[config.mk]
export PLATFORM = sky130hd
export DESIGN_NAME = cardxfer_top
export DESIGN_NICKNAME = d
export VERILOG_FILES = /design/src/rtl/cardxfer_pkg.sv /design/src/rtl/cardxfer_fifo.sv /design/src/rtl/cardxfer_ctrl.sv /design/src/rtl/cardxfer_top.sv
export SDC_FILE = /design/constraint.sdc
export NUM_CORES = 1
export LEC_CHECK = 0
export BUFFER_PORTS_ARGS = -buffer_cell sky130_fd_sc_hd__buf_4
export CORE_UTILIZATION = 60
export DETAILED_ROUTE_END_ITERATION = 10
export HOLD_SLACK_MARGIN = 0.15
export PLACE_DENSITY_LB_ADDON = 0.08
export SYNTH_ARGS = -nofsm -noshare
export SYNTH_HDL_FRONTEND = slang
export SYNTH_SLANG_ARGS = --single-unit
[constraint.sdc]
create_clock -name clk -period 8.17 [get_ports clk]
set_input_delay 1.634 -clock clk [delete_from_list [all_inputs] [get_ports clk]]
set_output_delay 1.634 -clock clk [all_outputs]
set_load 0.02 [all_outputs]
[src/rtl/cardxfer_pkg.sv]
package cardxfer_pkg;
  // Strobes from the control to the FIFO datapath.
  typedef struct packed {
    logic push;     // write one word at the tail
    logic pop;      // drop the head word
    logic selCard;  // pushed word comes from the card packer
  } fifoCmd_t;
endpackage

[src/rtl/cardxfer_fifo.sv]
module cardxfer_fifo
  import cardxfer_pkg::*;
#(
  parameter int DEPTH  = 16,
  parameter int DATA_W = 32,
  parameter int LVL_W  = $clog2(DEPTH + 1)
) (
  input  logic              clk,
  input  logic              rstN,
  input  fifoCmd_t          cmd,
  input  logic [DATA_W-1:0] hostWord,
  input  logic [DATA_W-1:0] cardWord,
  output logic [DATA_W-1:0] headWord,
  output logic [LVL_W-1:0]  level
);
  localparam int PTR_W = $clog2(DEPTH);

  logic [DATA_W-1:0] store [DEPTH];
  logic [PTR_W-1:0]  rdPtr;
  logic [PTR_W-1:0]  wrPtr;
  logic [DATA_W-1:0] inWord;

  // Tail index is head plus occupancy, wrapping with the power-of-two depth.
  assign wrPtr    = rdPtr + level[PTR_W-1:0];
  assign inWord   = cmd.selCard ? cardWord : hostWord;
  assign headWord = store[rdPtr];

  always_ff @(posedge clk) begin
    if (cmd.push) store[wrPtr] <= inWord;
  end

  always_ff @(posedge clk) begin
    if (!rstN) begin
      rdPtr <= '0;
      level <= '0;
    end else begin
      if (cmd.pop) rdPtr <= rdPtr + 1'b1;
      case ({cmd.push, cmd.pop})
        2'b10:   level <= level + 1'b1;
        2'b01:   level <= level - 1'b1;
        default: level <= level;
      endcase
    end
  end
endmodule

[src/rtl/cardxfer_ctrl.sv]
module cardxfer_ctrl
  import cardxfer_pkg::*;
#(
  parameter int DEPTH  = 16,
  parameter int DATA_W = 32,
  parameter int LEN_W  = 16,
  parameter int LVL_W  = $clog2(DEPTH + 1)
) (
  input  logic              clk,
  input  logic              rstN,
  input  logic              ctrlWrite,
  input  logic              ctrlEnable,
  input  logic              ctrlDirRead,
  input  logic [LEN_W-1:0]  lenIn,
  input  logic              hostPush,
  input  logic              hostPop,
  input  logic              statusPoll,
  input  logic              cardRdReady,
  input  logic [7:0]        cardRdData,
  input  logic [LVL_W-1:0]  level,
  input  logic [DATA_W-1:0] headWord,
  output fifoCmd_t          cmd,
  output logic [DATA_W-1:0] cardWord,
  output logic [DATA_W-1:0] hostPopData,
  output logic              cardRdStrobe,
  output logic              cardWrStrobe,
  output logic [7:0]        cardWrData,
  output logic              xferEnable,
  output logic [LEN_W-1:0]  remCount,
  output logic [LEN_W-1:0]  fifoWords,
  output logic [9:0]        fifoFlags,
  output logic [1:0]        endFlags
);
  localparam int LANES  = DATA_W / 8;
  localparam int LANE_W = (LANES > 1) ? $clog2(LANES) : 1;
  localparam int HALF   = DEPTH / 2;

  logic              xferOn, dirRead, holdOff, doneReg;
  logic [LEN_W-1:0]  remCnt;
  logic [LANE_W-1:0] packLane, sendLeft;
  logic [DATA_W-1:0] packReg, shiftReg, packNext;
  logic              cntZero, fifoEmpty, fifoFull, lastByte;
  logic              hostPopOk, hostPushOk, rdStep, wrStep, wrLoad, packPush;
  logic              active, halfLow, halfHigh;
  logic [4:0]        txGrp, rxGrp;
  logic [LEN_W:0]    roundUp;

  assign cntZero   = (remCnt == '0);
  assign fifoEmpty = (level == '0);
  assign fifoFull  = (level == LVL_W'(DEPTH));
  assign lastByte  = (remCnt == LEN_W'(1));

  assign hostPopOk  = hostPop && !fifoEmpty;
  assign hostPushOk = hostPush && !cntZero && !dirRead && !fifoFull;

  assign rdStep = xferOn && dirRead && !cntZero && cardRdReady && !holdOff
                  && !fifoFull && !ctrlWrite;
  assign wrStep = xferOn && !dirRead && !cntZero && !ctrlWrite
                  && ((sendLeft != '0) || (!fifoEmpty && !hostPop));
  assign wrLoad = wrStep && (sendLeft == '0);

  // Little-endian packing: lane k lands at bits 8k+7:8k.
  assign packNext = packReg | (DATA_W'(cardRdData) << {packLane, 3'b000});
  assign packPush = rdStep && ((packLane == LANE_W'(LANES - 1)) || lastByte);

  assign cmd.push    = hostPushOk | packPush;
  assign cmd.pop     = hostPopOk | wrLoad;
  assign cmd.selCard = packPush;

  assign cardWord     = packNext;
  assign hostPopData  = fifoEmpty ? '0 : headWord;
  assign cardRdStrobe = rdStep;
  assign cardWrStrobe = wrStep;
  assign cardWrData   = wrLoad ? headWord[7:0] : shiftReg[7:0];

  assign xferEnable = xferOn;
  assign remCount   = remCnt;
  assign endFlags   = {2{doneReg}};
  assign roundUp    = {1'b0, remCnt} + (LEN_W + 1)'(LANES - 1);
  assign fifoWords  = LEN_W'(roundUp >> LANE_W);

  assign active   = xferOn && !(cntZero && fifoEmpty);
  assign halfLow  = (level <= LVL_W'(HALF));
  assign halfHigh = (level >= LVL_W'(HALF));
  assign txGrp    = {!fifoEmpty, fifoEmpty, fifoFull, halfLow, 1'b1};
  assign rxGrp    = {!fifoEmpty, fifoEmpty, fifoFull, halfHigh, 1'b1};
  assign fifoFlags = !active ? '0 : (dirRead ? {rxGrp, 5'b0} : {5'b0, txGrp});

  always_ff @(posedge clk) begin
    if (!rstN) begin
      xferOn   <= 1'b0;
      dirRead  <= 1'b0;
      holdOff  <= 1'b0;
      doneReg  <= 1'b0;
      remCnt   <= '0;
      packLane <= '0;
      sendLeft <= '0;
      packReg  <= '0;
      shiftReg <= '0;
    end else begin
      // A pop wins over a poll landing in the same cycle.
      if (hostPopOk)       holdOff <= 1'b1;
      else if (statusPoll) holdOff <= 1'b0;

      if (ctrlWrite) begin
        xferOn  <= ctrlEnable;
        dirRead <= ctrlDirRead;
        if (ctrlEnable) begin
          remCnt   <= lenIn;
          packLane <= '0;
          packReg  <= '0;
          sendLeft <= '0;
          doneReg  <= 1'b0;
        end
      end else begin
        if (xferOn && cntZero) begin
          doneReg <= 1'b1;
          if (fifoEmpty) xferOn <= 1'b0;
        end
        if (rdStep) begin
          remCnt <= remCnt - 1'b1;
          if (packPush) begin
            packReg  <= '0;
            packLane <= '0;
          end else begin
            packReg  <= packNext;
            packLane <= packLane + 1'b1;
          end
        end
        if (wrStep) begin
          remCnt <= remCnt - 1'b1;
          if (wrLoad) begin
            shiftReg <= headWord >> 8;
            sendLeft <= LANE_W'(LANES - 1);
          end else begin
            shiftReg <= shiftReg >> 8;
            sendLeft <= sendLeft - 1'b1;
          end
        end
      end
    end
  end
endmodule

[src/rtl/cardxfer_top.sv]
module cardxfer_top
  import cardxfer_pkg::*;
#(
  parameter int DEPTH  = 16,
  parameter int DATA_W = 32,
  parameter int LEN_W  = 16
) (
  input  logic              clk,
  input  logic              rstN,
  input  logic              ctrlWrite,
  input  logic              ctrlEnable,
  input  logic              ctrlDirRead,
  input  logic [LEN_W-1:0]  lenIn,
  input  logic              hostPush,
  input  logic [DATA_W-1:0] hostPushData,
  input  logic              hostPop,
  output logic [DATA_W-1:0] hostPopData,
  input  logic              statusPoll,
  input  logic              cardRdReady,
  input  logic [7:0]        cardRdData,
  output logic              cardRdStrobe,
  output logic              cardWrStrobe,
  output logic [7:0]        cardWrData,
  output logic              xferEnable,
  output logic [LEN_W-1:0]  remCount,
  output logic [LEN_W-1:0]  fifoWords,
  output logic [$clog2(DEPTH+1)-1:0] fifoLevel,
  output logic [9:0]        fifoFlags,
  output logic [1:0]        endFlags
);
  localparam int LVL_W = $clog2(DEPTH + 1);

  fifoCmd_t          fifoCmd;
  logic [DATA_W-1:0] cardWord;
  logic [DATA_W-1:0] headWord;

  cardxfer_fifo #(.DEPTH(DEPTH), .DATA_W(DATA_W), .LVL_W(LVL_W)) fifo_i (
    .clk(clk), .rstN(rstN), .cmd(fifoCmd), .hostWord(hostPushData),
    .cardWord(cardWord), .headWord(headWord), .level(fifoLevel)
  );

  cardxfer_ctrl #(.DEPTH(DEPTH), .DATA_W(DATA_W), .LEN_W(LEN_W), .LVL_W(LVL_W)) ctrl_i (
    .clk(clk), .rstN(rstN), .ctrlWrite(ctrlWrite), .ctrlEnable(ctrlEnable),
    .ctrlDirRead(ctrlDirRead), .lenIn(lenIn), .hostPush(hostPush),
    .hostPop(hostPop), .statusPoll(statusPoll), .cardRdReady(cardRdReady),
    .cardRdData(cardRdData), .level(fifoLevel), .headWord(headWord),
    .cmd(fifoCmd), .cardWord(cardWord), .hostPopData(hostPopData),
    .cardRdStrobe(cardRdStrobe), .cardWrStrobe(cardWrStrobe),
    .cardWrData(cardWrData), .xferEnable(xferEnable), .remCount(remCount),
    .fifoWords(fifoWords), .fifoFlags(fifoFlags), .endFlags(endFlags)
  );
endmodule

# Yosys cells after proc, flatten, opt, wreduce, memory -nomap -nowiden
# Memories as Yosys holds them, arrays and structs flattened. A register that Yosys moved wholly into a read port is not among the register bits.
# Cells that the tools add are included.
# word_totals
reg_bits,97
output_inout_bits,92
input_bits,65
memories,1
ram_bits,512
word_cells,114
# classes
n_reduce_logical,47
magnitude_cmp,2
bitwise_logic,4
n_addsub,8
shift,1
eq_ne,6
mux,34
# mem_list
memory,depth,word_bits,read_ports,rd_ports_with_merged_regs,wr,line,source
fifo_i.store,16,32,1,1,1,cardxfer_fifo.sv:18,logic [DATA_W-1:0] store [DEPTH];
# op_table
cell,n
$mux 32,6
$mux 16,4
$or 32x32->32,1
$shl 8x5->32,1
$mux 24,1
$logic_and 1x1->1,20
$mux 10,2
$add 16x2->17 const B,1
$eq 16x1->1 const B,1
$logic_not 16->1,1
$sub 16x1->16 const B,1
$mux 2,7
$reduce_bool 2->1,7
$reduce_and 2->1,6
$mux 1,10
$pmux 5 s2,1
$logic_not 1->1,8
$mux 4,2
$mux 8,1
$add 5x1->5 const B,1
$eq 5x5->1 const B,1
$ge 5x4->1 const B,1
$le 5x4->1 const B,1
$logic_not 5->1,1
other kinds (13),16

# Logic depth before layout (Yosys ltp)
# depth
depth_word,11
mapped_depth,15
ltp_nobuf,14

# Cells and area by module
# A second synthesis with hierarchy kept.
# unflattened
hier_cells,1510
area_unflattened_um2,24893.9
# modules_own_cells
mod,instances,seq_area_each_um2,area_per_inst_um2,cells_per_inst
cardxfer_fifo,1,15635.0,20302.0,918
cardxfer_ctrl,1,1601.5,4591.9,592

# Least setup slack after synthesis
# OpenSTA, ideal clock, no wires.
# synth_path
path_kind,input port to output port
start,in ctrlWrite
end,out cardWrData[0]
required_time_ns,6.536
arrival_ns,2.825
cell_stages,4
path_buffers,0
path_slack_ns,3.711
path_cell_list,inv_1 > o41ai_4 > nor4_4 > mux2_2
# synth_via
elab_chain_len,5
# synth_rtl
element,line,source
start: declaration,cardxfer_top.sv:10,"input logic ctrlWrite,"
$logic_not 1->1,cardxfer_ctrl.sv:58,assign wrStep = xferOn && !dirRead && !cntZero && !ctrlWrite
$logic_and 1x1->1,cardxfer_ctrl.sv:58,
$logic_and 1x1->1,cardxfer_ctrl.sv:59,&& ((sendLeft != '0) || (!fifoEmpty && !hostPop));
$logic_and 1x1->1,cardxfer_ctrl.sv:60,assign wrLoad = wrStep && (sendLeft == '0);
$mux 8,cardxfer_ctrl.sv:74,assign cardWrData = wrLoad ? headWord[7:0] : shiftReg[7:0];
end: declaration,cardxfer_top.sv:23,"output logic [7:0] cardWrData,"
# No other way between the ends.

==> results.toml <==
[cells_and_area]
final_util_pct = 70.56
layout_commonest_cell = "sky130_fd_sc_hd__edfxtp_1"
most-common-layout-cells = "512 x sky130_fd_sc_hd__edfxtp_1, 212 x sky130_fd_sc_hd__buf_4, 160 x sky130_fd_sc_hd__mux4_2, 89 x sky130_fd_sc_hd__dfxtp_1, 77 x sky130_fd_sc_hd__nand2_1"
layout-drive-gt1-share_pct = 30.65
fin_nets = 1705
area_delta_synth_final_pct = 15.89

[hold_path]
hold_path_startpoint = "ctrl_i.packReg[19]"
worstHoldPathType = "reg -> reg"

[floorplan]
core_mm2 = 0.04083
io_pins = 157
floorplan.initialDensity_pct = 60.88
fp.dieH_um = 205.5
floorplan.die.width_um = 205.5
row_count = 74
floorplan.die_area_mm2 = 0.04225

[route]
wire_per_inst_um = 28.16
drt_first_iter_violations = 1635
postRouteWirelength_mm = 62.27
detail_route.drc_violations = 0
via_count = 14460
avgViaCountPerCell = 6.539
postRouteAntennaNets = 0
first_pass_iters = 6

[global_route]
groute.usage.overall_pct = 30.24
wire_length_of_the_first_global_routing_pass_mm = 90.20
largest_net_degree_at_the_start_of_global_routing = 91
number_of_global_route_vias_before_repair = 13890
globalRoute.totalOverflow = 0
grt_antenna_before_repair = 3

[clock_network]
cts_made_buffers = 58
clk_latency_ns = 0.61
post_cts_hold_buffer_count = 0
cts.reportedPaths.clkPinSlew_ns = 0.06
cts-root-buf = "sky130_fd_sc_hd__clkbuf_16"
cts.repair_timing.setup_buffer_count = 0
cts_max_level = 2
tritoncts_clock_tree = "done"
cts.sinks = 605
post_cts_resize_count = 0
ctsLongestPathBuffers = 3

[critical_path]
cp_data_arrival_time_ns = 3.83
ff_to_ff_start = "ctrl_i.remCount[0]"
cp.required_ns = 6.54
critical_path.endpoint_type = "primary output"
critical_path_peak_fanout = 90
crit_type = "reg -> out"
startpoint_type = "flop"

[logic_synthesis]
synthCells = 1463
syn_avg_cell_area_um2 = 16.99
ys.flop_type = "sky130_fd_sc_hd__edfxtp_1"
synth-edff-count = 512
mappedNetlistArea_mm2 = 0.02486
synthesis.nets = 1540
synth-seq-area-share_pct = 69.34
postSynth.asyncResetShare_pct = 0
post_synth_num_cell_types = 71
number_of_warning_messages_in_the_yosys_log = 0
ys_ff_latch = 605

[sta]
finalHoldViolCount = 0
worst_hold_slack_ns = 0.4736
worst-slew-pin-transition_ns = 1.181
clock_skew_ns = 0.01963
period_utilization_pct = 66.93
setup_violations = 0
post-route-min-period_ns = 5.468
finalMaxSlewViolations = 0
grt_setup_unrepaired = "no"
timing.fmax_mhz = 182.9
slew-limit-headroom_pct = 21.28
timing.setup.tns_ns = 0

[pwr]
sw_frac_of_total_pct = 29.15
peak_vdd_ir_v = 0.0001886
internal-power_mw = 6.112
clock_power_share_pct = 31.7
p_sw_mw = 2.514
share_seq_of_total_power_pct = 43.7
power_density_mw_per_mm2 = 299.4
leakage_nw = 9.628
comb_power_share_pct = 24.6

[place]
numPortBuffers = 155
routabilityCongestion = 0.8550
detailedPlacementHpwl_mm = 35.89

[run]
max_cap_violations = 0

[outcome]
run_status = "finished clean"
==> power by group through the flow <==
stage | combinational, mW | clock [mW] | sequential [mW]
floorplan | 1.37 | 0 | 3.74
global placement | 2.10 | 0 | 3.81
detailed placement | 2.11 | 0 | 3.83
CTS | 2.12 | 2.77 | 3.77
global route | 2.24 | 2.88 | 3.79
finish | 2.12 | 2.74 | 3.77
==> Yosys cell counts (21+ instances only) <==
cell type	n	share of area, %
sky130_fd_sc_hd__mux2i_1	21	0.85
sky130_fd_sc_hd__mux4_2	160	14
sky130_fd_sc_hd__nand2_1	77	1.2
sky130_fd_sc_hd__nor2_1	79	1.2
sky130_fd_sc_hd__nor2b_1	35	0.88
sky130_fd_sc_hd__buf_2	26	0.52
sky130_fd_sc_hd__clkbuf_1	59	0.89
sky130_fd_sc_hd__edfxtp_1	512	62
sky130_fd_sc_hd__nand3_1	25	0.50
sky130_fd_sc_hd__a21oi_1	68	1.4
sky130_fd_sc_hd__dfxtp_1	93	7.5
sky130_fd_sc_hd__o21ai_0	65	1.3
sky130_fd_sc_hd__a31oi_1	32	0.81
==> registers in the layout, indices dropped and copies added, names as in the netlist, named ones only <==
name               count
ctrl_i.xferEnable      1
ctrl_i.remCount       16
ctrl_i.shiftReg       24
ctrl_i.holdOff         1
fifo_i.store         512
ctrl_i.dirRead         1
ctrl_i.packLane        2
ctrl_i.packReg        32
ctrl_i.sendLeft        2
ctrl_i.doneReg         1
fifo_i.level           5
fifo_i.rdPtr           4
==> kinds of logic (layout without fill, tap and decap cells) <==
| kind of cell | count (synthesis) | count (layout) | synth area share [%] |
|---|---|---|---|
| compound gates | 222 | 222 | 5.537 |
| xor+xnor | 25 | 25 | 0.8808 |
| fa+ha+maj | 12 | 12 | 0.6342 |
| buf+inv | 123 | 337 | 2.064 |
| flops | 605 | 605 | 69.34 |
| mux | 193 | 193 | 15.88 |
| other cells | 1 | 3 | 0.01509 |
| simple gates | 282 | 282 | 5.647 |
==> area by class of cell <==
cell class | instances | area [um^2]
flip-flops and latches | 605 | 17250
fillers | 2597 | 12020
multi-input cells | 735 | 7243
clock buffers | 84 | 1713
repair buffers | 213 | 1612
well taps | 532 | 665.6
clock inverters | 25 | 267.8
inverters | 15 | 56.30
diodes | 2 | 5.005
==> per-stage QoR <==
stage / power [mW] / instance area (um^2) / setup slack [ns] / cells
CTS: 8.660 / 28800 / 2.611 / 2209
global placement: 5.912 / 26820 / 2.991 / 2100
floorplan: 5.116 / 24860 / 3.711 / 1463
detailed placement: 5.940 / 26820 / 2.905 / 2100
global route: 8.913 / 28810 / 2.473 / 2210
finish: 8.626 / 28810 / 2.702 / 2211
==> worst max-delay path: stages, from the launching register on <==
cell	delay [ns]
sky130_fd_sc_hd__dfxtp_4	0.88
sky130_fd_sc_hd__buf_12	0.58
sky130_fd_sc_hd__mux4_2	0.61
sky130_fd_sc_hd__mux4_2	0.58
sky130_fd_sc_hd__nor2b_1	0.18
sky130_fd_sc_hd__buf_4	0.20
==> final timing paths <==
path / endpoint / slack (ns) / depth (start not counted)
max: hostPopData[18] / 2.70 / 5
min: ctrl_i.packReg[19] / 0.47 / 2
max reg2reg: fifo_i.store[0][1] / 3.81 / 7
min reg2reg: ctrl_i.packReg[19] / 0.47 / 2
==> per-layer routing <==
layer / vias to the layer above / share of wire, % / track usage [%]
met5: - / 0.021 / 0
met4: 2 / 3.4 / 11.40
met3: 137 / 9.0 / 5.638
met2: 739 / 49 / 49.19
met1: 7414 / 38 / 40.99
li1: 6166 / - / -
Note: power is estimated with default switching activity, not from simulation.
